File: src/rtl/svm_pkg.sv
`timescale 1ns/1ps
package svm_pkg;

    typedef enum logic [2:0] {
        SEC_NONE = 3'd0,
        SEC_1    = 3'd1,
        SEC_2    = 3'd2,
        SEC_3    = 3'd3,
        SEC_4    = 3'd4,
        SEC_5    = 3'd5,
        SEC_6    = 3'd6
    } sector_e;

    // Which line difference magnitude feeds a time operand
    typedef enum logic [1:0] {
        LD_AB   = 2'd0,
        LD_BC   = 2'd1,
        LD_CA   = 2'd2,
        LD_NONE = 2'd3
    } line_sel_e;

    typedef struct packed {
        logic pos;   // difference strictly positive
        logic neg;   // difference strictly negative
    } sgn_t;

    typedef struct packed {
        line_sel_e sel_one;
        line_sel_e sel_two;
    } route_t;

    // Lowest sector whose non-strict ordering holds wins (tie rule)
    function automatic sector_e decode_sector(input sgn_t ab, input sgn_t bc, input sgn_t ca);
        if (!ab.neg && !bc.neg) return SEC_1;   // a>=b>=c
        if (!ab.pos && !ca.pos) return SEC_2;   // b>=a>=c
        if (!bc.neg && !ca.neg) return SEC_3;   // b>=c>=a
        if (!bc.pos && !ab.pos) return SEC_4;   // c>=b>=a
        if (!ca.neg && !ab.neg) return SEC_5;   // c>=a>=b
        return SEC_6;                           // a>=c>=b
    endfunction

    // max-mid feeds the one-switch vector, mid-min the two-switch vector
    function automatic route_t route_for(input sector_e s);
        route_t r;
        unique case (s)
            SEC_1:   r = '{sel_one: LD_AB, sel_two: LD_BC};
            SEC_2:   r = '{sel_one: LD_AB, sel_two: LD_CA};
            SEC_3:   r = '{sel_one: LD_BC, sel_two: LD_CA};
            SEC_4:   r = '{sel_one: LD_BC, sel_two: LD_AB};
            SEC_5:   r = '{sel_one: LD_CA, sel_two: LD_AB};
            SEC_6:   r = '{sel_one: LD_CA, sel_two: LD_BC};
            default: r = '{sel_one: LD_NONE, sel_two: LD_NONE};
        endcase
        return r;
    endfunction

endpackage

File: src/rtl/svm_line_diff.sv
`timescale 1ns/1ps
module svm_line_diff
    import svm_pkg::*;
#(
    parameter int unsigned IW = 16
) (
    input  logic signed [IW-1:0] ph_a_i,
    input  logic signed [IW-1:0] ph_b_i,
    input  logic signed [IW-1:0] ph_c_i,
    output logic [2:0][IW-1:0]   mag_o,
    output sgn_t [2:0]           sgn_o
);
    localparam int unsigned DW = IW + 1;

    logic signed [2:0][IW-1:0] lhs;
    logic signed [2:0][IW-1:0] rhs;

    assign lhs[0] = ph_a_i;  assign rhs[0] = ph_b_i;
    assign lhs[1] = ph_b_i;  assign rhs[1] = ph_c_i;
    assign lhs[2] = ph_c_i;  assign rhs[2] = ph_a_i;

    for (genvar i = 0; i < 3; i++) begin : g_line
        logic signed [DW-1:0] diff;
        logic signed [DW-1:0] diff_n;
        assign diff   = {lhs[i][IW-1], lhs[i]} - {rhs[i][IW-1], rhs[i]};
        assign diff_n = -diff;
        assign sgn_o[i].neg = diff[DW-1];
        assign sgn_o[i].pos = !diff[DW-1] && (diff != '0);
        assign mag_o[i]     = diff[DW-1] ? diff_n[IW-1:0] : diff[IW-1:0];
    end
endmodule

File: src/rtl/svm_sector_stage.sv
`timescale 1ns/1ps
module svm_sector_stage
    import svm_pkg::*;
#(
    parameter int unsigned IW = 16,
    parameter int unsigned GW = 16,
    parameter int unsigned TW = 16
) (
    input  logic                 clk,
    input  logic                 rst,
    input  logic                 vld_i,
    input  logic [2:0][IW-1:0]   mag_i,
    input  sgn_t [2:0]           sgn_i,
    input  logic [GW-1:0]        gain_i,
    input  logic [TW-1:0]        period_i,
    output logic                 vld_o,
    output sector_e              sector_o,
    output logic [IW-1:0]        op_one_o,
    output logic [IW-1:0]        op_two_o,
    output logic [GW-1:0]        gain_o,
    output logic [TW-1:0]        period_o
);
    sector_e            sec_c;
    route_t             rt_c;
    line_sel_e [1:0]    sel_c;
    logic [1:0][IW-1:0] op_c;

    assign sec_c    = decode_sector(sgn_i[0], sgn_i[1], sgn_i[2]);
    assign rt_c     = route_for(sec_c);
    assign sel_c[0] = rt_c.sel_one;
    assign sel_c[1] = rt_c.sel_two;

    // two four-way operand multiplexers
    for (genvar k = 0; k < 2; k++) begin : g_mux
        always_comb begin
            unique case (sel_c[k])
                LD_AB:   op_c[k] = mag_i[0];
                LD_BC:   op_c[k] = mag_i[1];
                LD_CA:   op_c[k] = mag_i[2];
                default: op_c[k] = '0;
            endcase
        end
    end

    always_ff @(posedge clk) begin
        if (rst) begin
            vld_o    <= 1'b0;
            sector_o <= SEC_NONE;
            op_one_o <= '0;
            op_two_o <= '0;
            gain_o   <= '0;
            period_o <= '0;
        end else begin
            vld_o <= vld_i;
            if (vld_i) begin
                sector_o <= sec_c;
                op_one_o <= op_c[0];
                op_two_o <= op_c[1];
                gain_o   <= gain_i;
                period_o <= period_i;
            end
        end
    end

    // a computed sector is always one of the six real sectors
    a_r1_sector_legal: assert property (@(posedge clk) disable iff (rst)
        vld_o |-> (sector_o != SEC_NONE && sector_o <= SEC_6));
endmodule

File: src/rtl/svm_time_scale.sv
`timescale 1ns/1ps
module svm_time_scale
    import svm_pkg::*;
#(
    parameter int unsigned MW   = 16,
    parameter int unsigned GW   = 16,
    parameter int unsigned TW   = 16,
    parameter int unsigned FRAC = 15
) (
    input  logic          clk,
    input  logic          rst,
    input  logic          vld_i,
    input  sector_e       sector_i,
    input  logic [MW-1:0] op_one_i,
    input  logic [MW-1:0] op_two_i,
    input  logic [GW-1:0] gain_i,
    input  logic [TW-1:0] period_i,
    output logic          vld_o,
    output sector_e       sector_o,
    output logic [TW-1:0] t_one_o,
    output logic [TW-1:0] t_two_o,
    output logic [TW-1:0] t_zero_o
);
    localparam int unsigned PW = MW + GW;
    localparam int unsigned SW = PW - FRAC;
    localparam int unsigned AW = ((SW > TW) ? SW : TW) + 1;

    logic [1:0][MW-1:0] ops;
    logic [1:0][AW-1:0] scaled;
    logic [AW-1:0]      sum_c, per_c, one_c, two_c, zero_c;

    assign ops[0] = op_one_i;
    assign ops[1] = op_two_i;

    for (genvar k = 0; k < 2; k++) begin : g_scale
        logic [PW-1:0] prod;
        logic [PW-1:0] shifted;
        assign prod      = PW'(ops[k]) * PW'(gain_i);
        assign shifted   = prod >> FRAC;
        assign scaled[k] = AW'(shifted);
    end

    assign sum_c = scaled[0] + scaled[1];
    assign per_c = AW'(period_i);

    always_comb begin
        if (sum_c <= per_c) begin
            one_c  = scaled[0];
            two_c  = scaled[1];
            zero_c = per_c - sum_c;
        end else begin
            one_c  = (scaled[0] > per_c) ? per_c : scaled[0];
            two_c  = per_c - one_c;
            zero_c = '0;
        end
    end

    always_ff @(posedge clk) begin
        if (rst) begin
            vld_o    <= 1'b0;
            sector_o <= SEC_NONE;
            t_one_o  <= '0;
            t_two_o  <= '0;
            t_zero_o <= '0;
        end else begin
            vld_o <= vld_i;
            if (vld_i) begin
                sector_o <= sector_i;
                t_one_o  <= TW'(one_c);
                t_two_o  <= TW'(two_c);
                t_zero_o <= TW'(zero_c);
            end
        end
    end
endmodule

File: src/rtl/svm_sector_timer.sv
`timescale 1ns/1ps
module svm_sector_timer
    import svm_pkg::*;
#(
    parameter int unsigned IW   = 16,
    parameter int unsigned GW   = 16,
    parameter int unsigned TW   = 16,
    parameter int unsigned FRAC = 15
) (
    input  logic                 clk,
    input  logic                 rst,
    input  logic                 smp_stb,
    input  logic signed [IW-1:0] ph_a,
    input  logic signed [IW-1:0] ph_b,
    input  logic signed [IW-1:0] ph_c,
    input  logic [GW-1:0]        gain,
    input  logic [TW-1:0]        period,
    output logic                 out_vld,
    output logic [2:0]           sector,
    output logic [TW-1:0]        t_one,
    output logic [TW-1:0]        t_two,
    output logic [TW-1:0]        t_zero
);
    localparam int unsigned XW = TW + 2;

    // sample latch
    logic                 lat_vld;
    logic signed [IW-1:0] a_q, b_q, c_q;
    logic [GW-1:0]        gain_q;
    logic [TW-1:0]        period_q;

    always_ff @(posedge clk) begin
        if (rst) begin
            lat_vld  <= 1'b0;
            a_q      <= '0;
            b_q      <= '0;
            c_q      <= '0;
            gain_q   <= '0;
            period_q <= '0;
        end else begin
            lat_vld <= smp_stb;
            if (smp_stb) begin
                a_q      <= ph_a;
                b_q      <= ph_b;
                c_q      <= ph_c;
                gain_q   <= gain;
                period_q <= period;
            end
        end
    end

    logic [2:0][IW-1:0] mag_w;
    sgn_t [2:0]         sgn_w;

    svm_line_diff #(.IW(IW)) u_diff (
        .ph_a_i (a_q),
        .ph_b_i (b_q),
        .ph_c_i (c_q),
        .mag_o  (mag_w),
        .sgn_o  (sgn_w)
    );

    logic          sel_vld;
    sector_e       sel_sector;
    logic [IW-1:0] sel_one, sel_two;
    logic [GW-1:0] sel_gain;
    logic [TW-1:0] sel_period;

    svm_sector_stage #(.IW(IW), .GW(GW), .TW(TW)) u_sel (
        .clk      (clk),
        .rst      (rst),
        .vld_i    (lat_vld),
        .mag_i    (mag_w),
        .sgn_i    (sgn_w),
        .gain_i   (gain_q),
        .period_i (period_q),
        .vld_o    (sel_vld),
        .sector_o (sel_sector),
        .op_one_o (sel_one),
        .op_two_o (sel_two),
        .gain_o   (sel_gain),
        .period_o (sel_period)
    );

    sector_e out_sector;

    svm_time_scale #(.MW(IW), .GW(GW), .TW(TW), .FRAC(FRAC)) u_time (
        .clk      (clk),
        .rst      (rst),
        .vld_i    (sel_vld),
        .sector_i (sel_sector),
        .op_one_i (sel_one),
        .op_two_i (sel_two),
        .gain_i   (sel_gain),
        .period_i (sel_period),
        .vld_o    (out_vld),
        .sector_o (out_sector),
        .t_one_o  (t_one),
        .t_two_o  (t_two),
        .t_zero_o (t_zero)
    );

    assign sector = out_sector;

    // every strobe yields a valid pulse two cycles after its latch edge
    a_r7_strobe_to_valid: assert property (@(posedge clk) disable iff (rst)
        smp_stb |-> ##3 out_vld);

    // no valid without a matching strobe
    a_r7_valid_has_strobe: assert property (@(posedge clk) disable iff (rst)
        out_vld |-> $past(smp_stb, 3));

    // the three times fill the period latched with the sample
    a_r5_times_fill_period: assert property (@(posedge clk) disable iff (rst)
        out_vld |-> (XW'(t_one) + XW'(t_two) + XW'(t_zero) == XW'($past(period, 3))));

    // the one-switch time never exceeds the period
    a_r6_one_within_period: assert property (@(posedge clk) disable iff (rst)
        out_vld |-> (t_one <= $past(period, 3)));

    // results hold between valid pulses
    a_r9_hold_between: assert property (@(posedge clk) disable iff (rst)
        !out_vld |-> ($stable(t_one) && $stable(t_two) && $stable(t_zero) && $stable(sector)));
endmodule

File: config.mk
export PLATFORM = sky130hd
export DESIGN_NAME = svm_sector_timer
export DESIGN_NICKNAME = d
export VERILOG_FILES = /design/src/rtl/svm_pkg.sv /design/src/rtl/svm_line_diff.sv /design/src/rtl/svm_sector_stage.sv /design/src/rtl/svm_time_scale.sv /design/src/rtl/svm_sector_timer.sv
export SDC_FILE = /design/constraint.sdc
export NUM_CORES = 2
export LEC_CHECK = 0
export BUFFER_PORTS_ARGS = -buffer_cell sky130_fd_sc_hd__buf_2
export CAP_MARGIN = 20
export CORE_AREA = 5 5 226 228
export CTS_CLUSTER_DIAMETER = 120
export DETAILED_ROUTE_END_ITERATION = 6
export DIE_AREA = 0 0 231 233
export HOLD_SLACK_MARGIN = 0.08
export PLACE_DENSITY = 0.83
export SYNTH_ARGS = -nofsm -noshare
export SYNTH_HDL_FRONTEND = slang
export SYNTH_SLANG_ARGS = --single-unit
File: constraint.sdc
create_clock -name clk -period 14.5 [get_ports clk]
set_input_delay 2.9 -clock clk [delete_from_list [all_inputs] [get_ports clk]]
set_output_delay 2.9 -clock clk [all_outputs]
set_load 0.005 [all_outputs]
==> run metrics <==
CP endpoint u_time.t_two_o[8]$_SDFFE_PP0P_; origin of the critical flop-to-flop path u_sel.gain_o[8]$_SDFFE_PP0P_; Startpoint Class flop; Die W 231 microns; Hold Slack 0.443 ns; delay-heaviest family, CP adder cells; clock transition at the registers of the reported paths 0.06 ns; setup repair bufs after CTS 0; WL/cell 19.8 microns; first-pass GRT wire length 140000 microns; port buffer count 134; most frequent cell on the critical path fa_1; routed via count 26675; largest net degree at the start of global routing 77; Crit path arrival time 12.81 ns; Clock Path Buffers 3; required time worst endpoint 14.96 ns; CTS root buf clkbuf_16; Crit path depth 40; CP peak stage delay 1.00 ns; Power Density 72.2 nW/um^2; slew margin rel. 0.193; commonest non-fill, non-tap cell in the layout inv_1; worst r2r dst u_time.t_two_o[8]$_SDFFE_PP0P_; via/cell ratio 6.09; dpl hpwl 67200 microns; io pins 135; TritonCTS buffer count 24; setup repair after global routing missed its margin false; core region area 48600 sq um; vias in the first global route 27216; placer congestion estimate 1.01; average size of a mapped cell 8.42 sq um; clock sink count 201; Mapped Area 31200 sq um; TritonCTS clock tree built; row cnt 81; synthesis-stage register bit count 201; total global-route track usage 0.321; CTS Hold Bufs 0; post-synth top area cell fa_1; Post-Route Setup TNS 0 ns; leakage 0.0162 uW; crit end category flop; final-report max-slew violation count 0; fin crit period 12.34 ns; HP Class flop to flop; Max-Cap Viols 0; FFs w/ async S/R, synth 0; GR Overflow Total 0; Crit Path Category flop to flop; cts repair resizes 0; VDD IR-drop max 0.113 mV; Die H 233 microns; top post-synthesis cells by area fa_1 25%, ha_1 13%, dfxtp_1 13%; Final ANT Viol Nets 0; synth warn 0; die area 53800 sq um; Slowest cell on crit path dfxtp_1; Yosys top cell area share 0.252; Worst Max-Slew Pin Slew 1.21 ns; crit path from u_sel.gain_o[8]$_SDFFE_PP0P_; Tcrit/Tclk final 0.851; Pre-Repair DR Iteration Count 7; Seq/Total Area, Yosys 0.129; Fmax achieved 81.0 MHz; H-tree levels 1; Critical Path Fanout Max 22; final setup fails 0; most frequent cells in the layout 605 x inv_1, 392 x fa_1, 384 x nand2_1; Fin Clk Skew 0.0325 ns; syn nets 4502; layout cells sized above 1 0.0684; status completed; worst-skew pair later-pin latency 0.57 ns; final WL 86600 microns; post-synth cell types 88; Main synth FF type dfxtp_1; initial antenna violation count 1; Buf/Inv on CP 8; final net count 4541; drt drc 0; drt initial violations 2352; Initial Util 0.641; Syn Inst Count 3704; R2R depth 40; EDFF count, synth 0; area delta synth->final 6.42%; R2R Setup Slk 2.16 ns; Final Hold Viols 0
[flip-flops by register name, indices dropped and copies added, names as in the netlist, 3 cells and up]
name	flops
u_sel.op_one_o	16
c_q	16
u_sel.op_two_o	16
a_q	16
u_time.t_two_o	16
b_q	16
period_q	16
u_time.t_zero_o	16
u_time.t_one_o	16
u_sel.period_o	16
gain_q	16
u_sel.gain_o	16
u_time.sector_o	3
u_sel.sector_o	3
[cell families after synthesis]
kind of cell             Yosys count  share of synthesized area
AO/OA/AOI/OAI                    595                      0.135
XOR/XNOR                         139                     0.0408
adder cells (fa/ha/maj)          718                      0.382
buffers and inverters            774                     0.0939
flip-flops                       201                      0.129
multiplexers                     145                     0.0466
AND/OR/NAND/NOR                 1132                      0.173
[Yosys cell counts, drive strengths merged (18+ instances only)]
cell type	number
inv	605
fa	392
nand2	384
ha	323
nor2	269
and2	242
dfxtp	201
clkbuf	158
mux2i	142
a21oi	129
o21ai	96
xnor2	95
nor3	51
a21o	49
a211oi	44
nand3	44
xor2	40
nand2b	31
and3	27
o21a	25
a31oi	24
nor2b	23
o211ai	23
o31ai	19
nand4	18
[final cells by class]
| class | count | area [sq um] |
|---|---|---|
| well taps | 622 | 778 |
| flip-flops and latches | 201 | 4030 |
| clock inverters | 7 | 100 |
| multi-input cells | 2729 | 24200 |
| fillers | 3802 | 15400 |
| diodes | 1 | 2.50 |
| repair buffers | 182 | 1060 |
| clock buffers | 33 | 706 |
| inverters | 605 | 2270 |
[worst min-delay path by stage]
| stage | start | slack, ns | end | cells past startpoint |
|---|---|---|---|---|
| 2_1_floorplan | u_time.t_two_o[0]$_SDFFE_PP0P_ | 0.43 | u_time.t_two_o[0]$_SDFFE_PP0P_ | 2 |
| 6_report | u_time.t_two_o[0]$_SDFFE_PP0P_ | 0.44 | u_time.t_two_o[0]$_SDFFE_PP0P_ | 2 |
| 4_1_cts | u_time.t_two_o[0]$_SDFFE_PP0P_ | 0.44 | u_time.t_two_o[0]$_SDFFE_PP0P_ | 2 |
| 5_1_grt | u_time.t_two_o[0]$_SDFFE_PP0P_ | 0.47 | u_time.t_two_o[0]$_SDFFE_PP0P_ | 2 |
| 3_3_place_gp | u_time.t_two_o[0]$_SDFFE_PP0P_ | 0.42 | u_time.t_two_o[0]$_SDFFE_PP0P_ | 2 |
| 3_5_place_dp | u_time.t_two_o[0]$_SDFFE_PP0P_ | 0.43 | u_time.t_two_o[0]$_SDFFE_PP0P_ | 2 |
[metal layers]
| layer | up-vias | global-route usage | share of wire |
|---|---|---|---|
| met5 | - | 0 | 0 |
| met4 | 0 | 0.131 | 0.049 |
| met3 | 316 | 0.0599 | 0.089 |
| met2 | 1299 | 0.543 | 0.47 |
| met1 | 12891 | 0.407 | 0.40 |
| li1 | 12169 | - | - |
[worst reg2reg max path, delay by kind of cell, from the launching register on]
| kind | cells | cell delay [ns] |
|---|---|---|
| simple gates | 7 | 1.64 |
| fa+ha+maj | 10 | 4.05 |
| xor+xnor | 1 | 0.61 |
| compound gates | 13 | 3.74 |
| mux | 1 | 0.28 |
| buf+inv | 8 | 0.91 |
| flops | 1 | 1.00 |
[per-stage QoR]
stage	setup slack (ns)	std cells	area (sq um)	utilization	total power, uW
floorplan	4.13	3704	31200	-	1440
global placement	2.51	4335	32300	0.665	1720
detailed placement	2.46	4335	32300	0.665	1740
CTS	2.42	4375	33100	0.681	2370
global route	1.55	4379	33200	0.682	2530
finish	2.16	4380	33200	0.682	2400
[where the power goes]
group / switching (uW) / internal, uW / leakage [uW]
clock: 252 / 374 / 0.000396
combinational: 682 / 419 / 0.0142
sequential: 78.3 / 591 / 0.00165
total: 1010 / 1380 / 0.0162
Note: power is estimated with default switching activity, not from simulation.
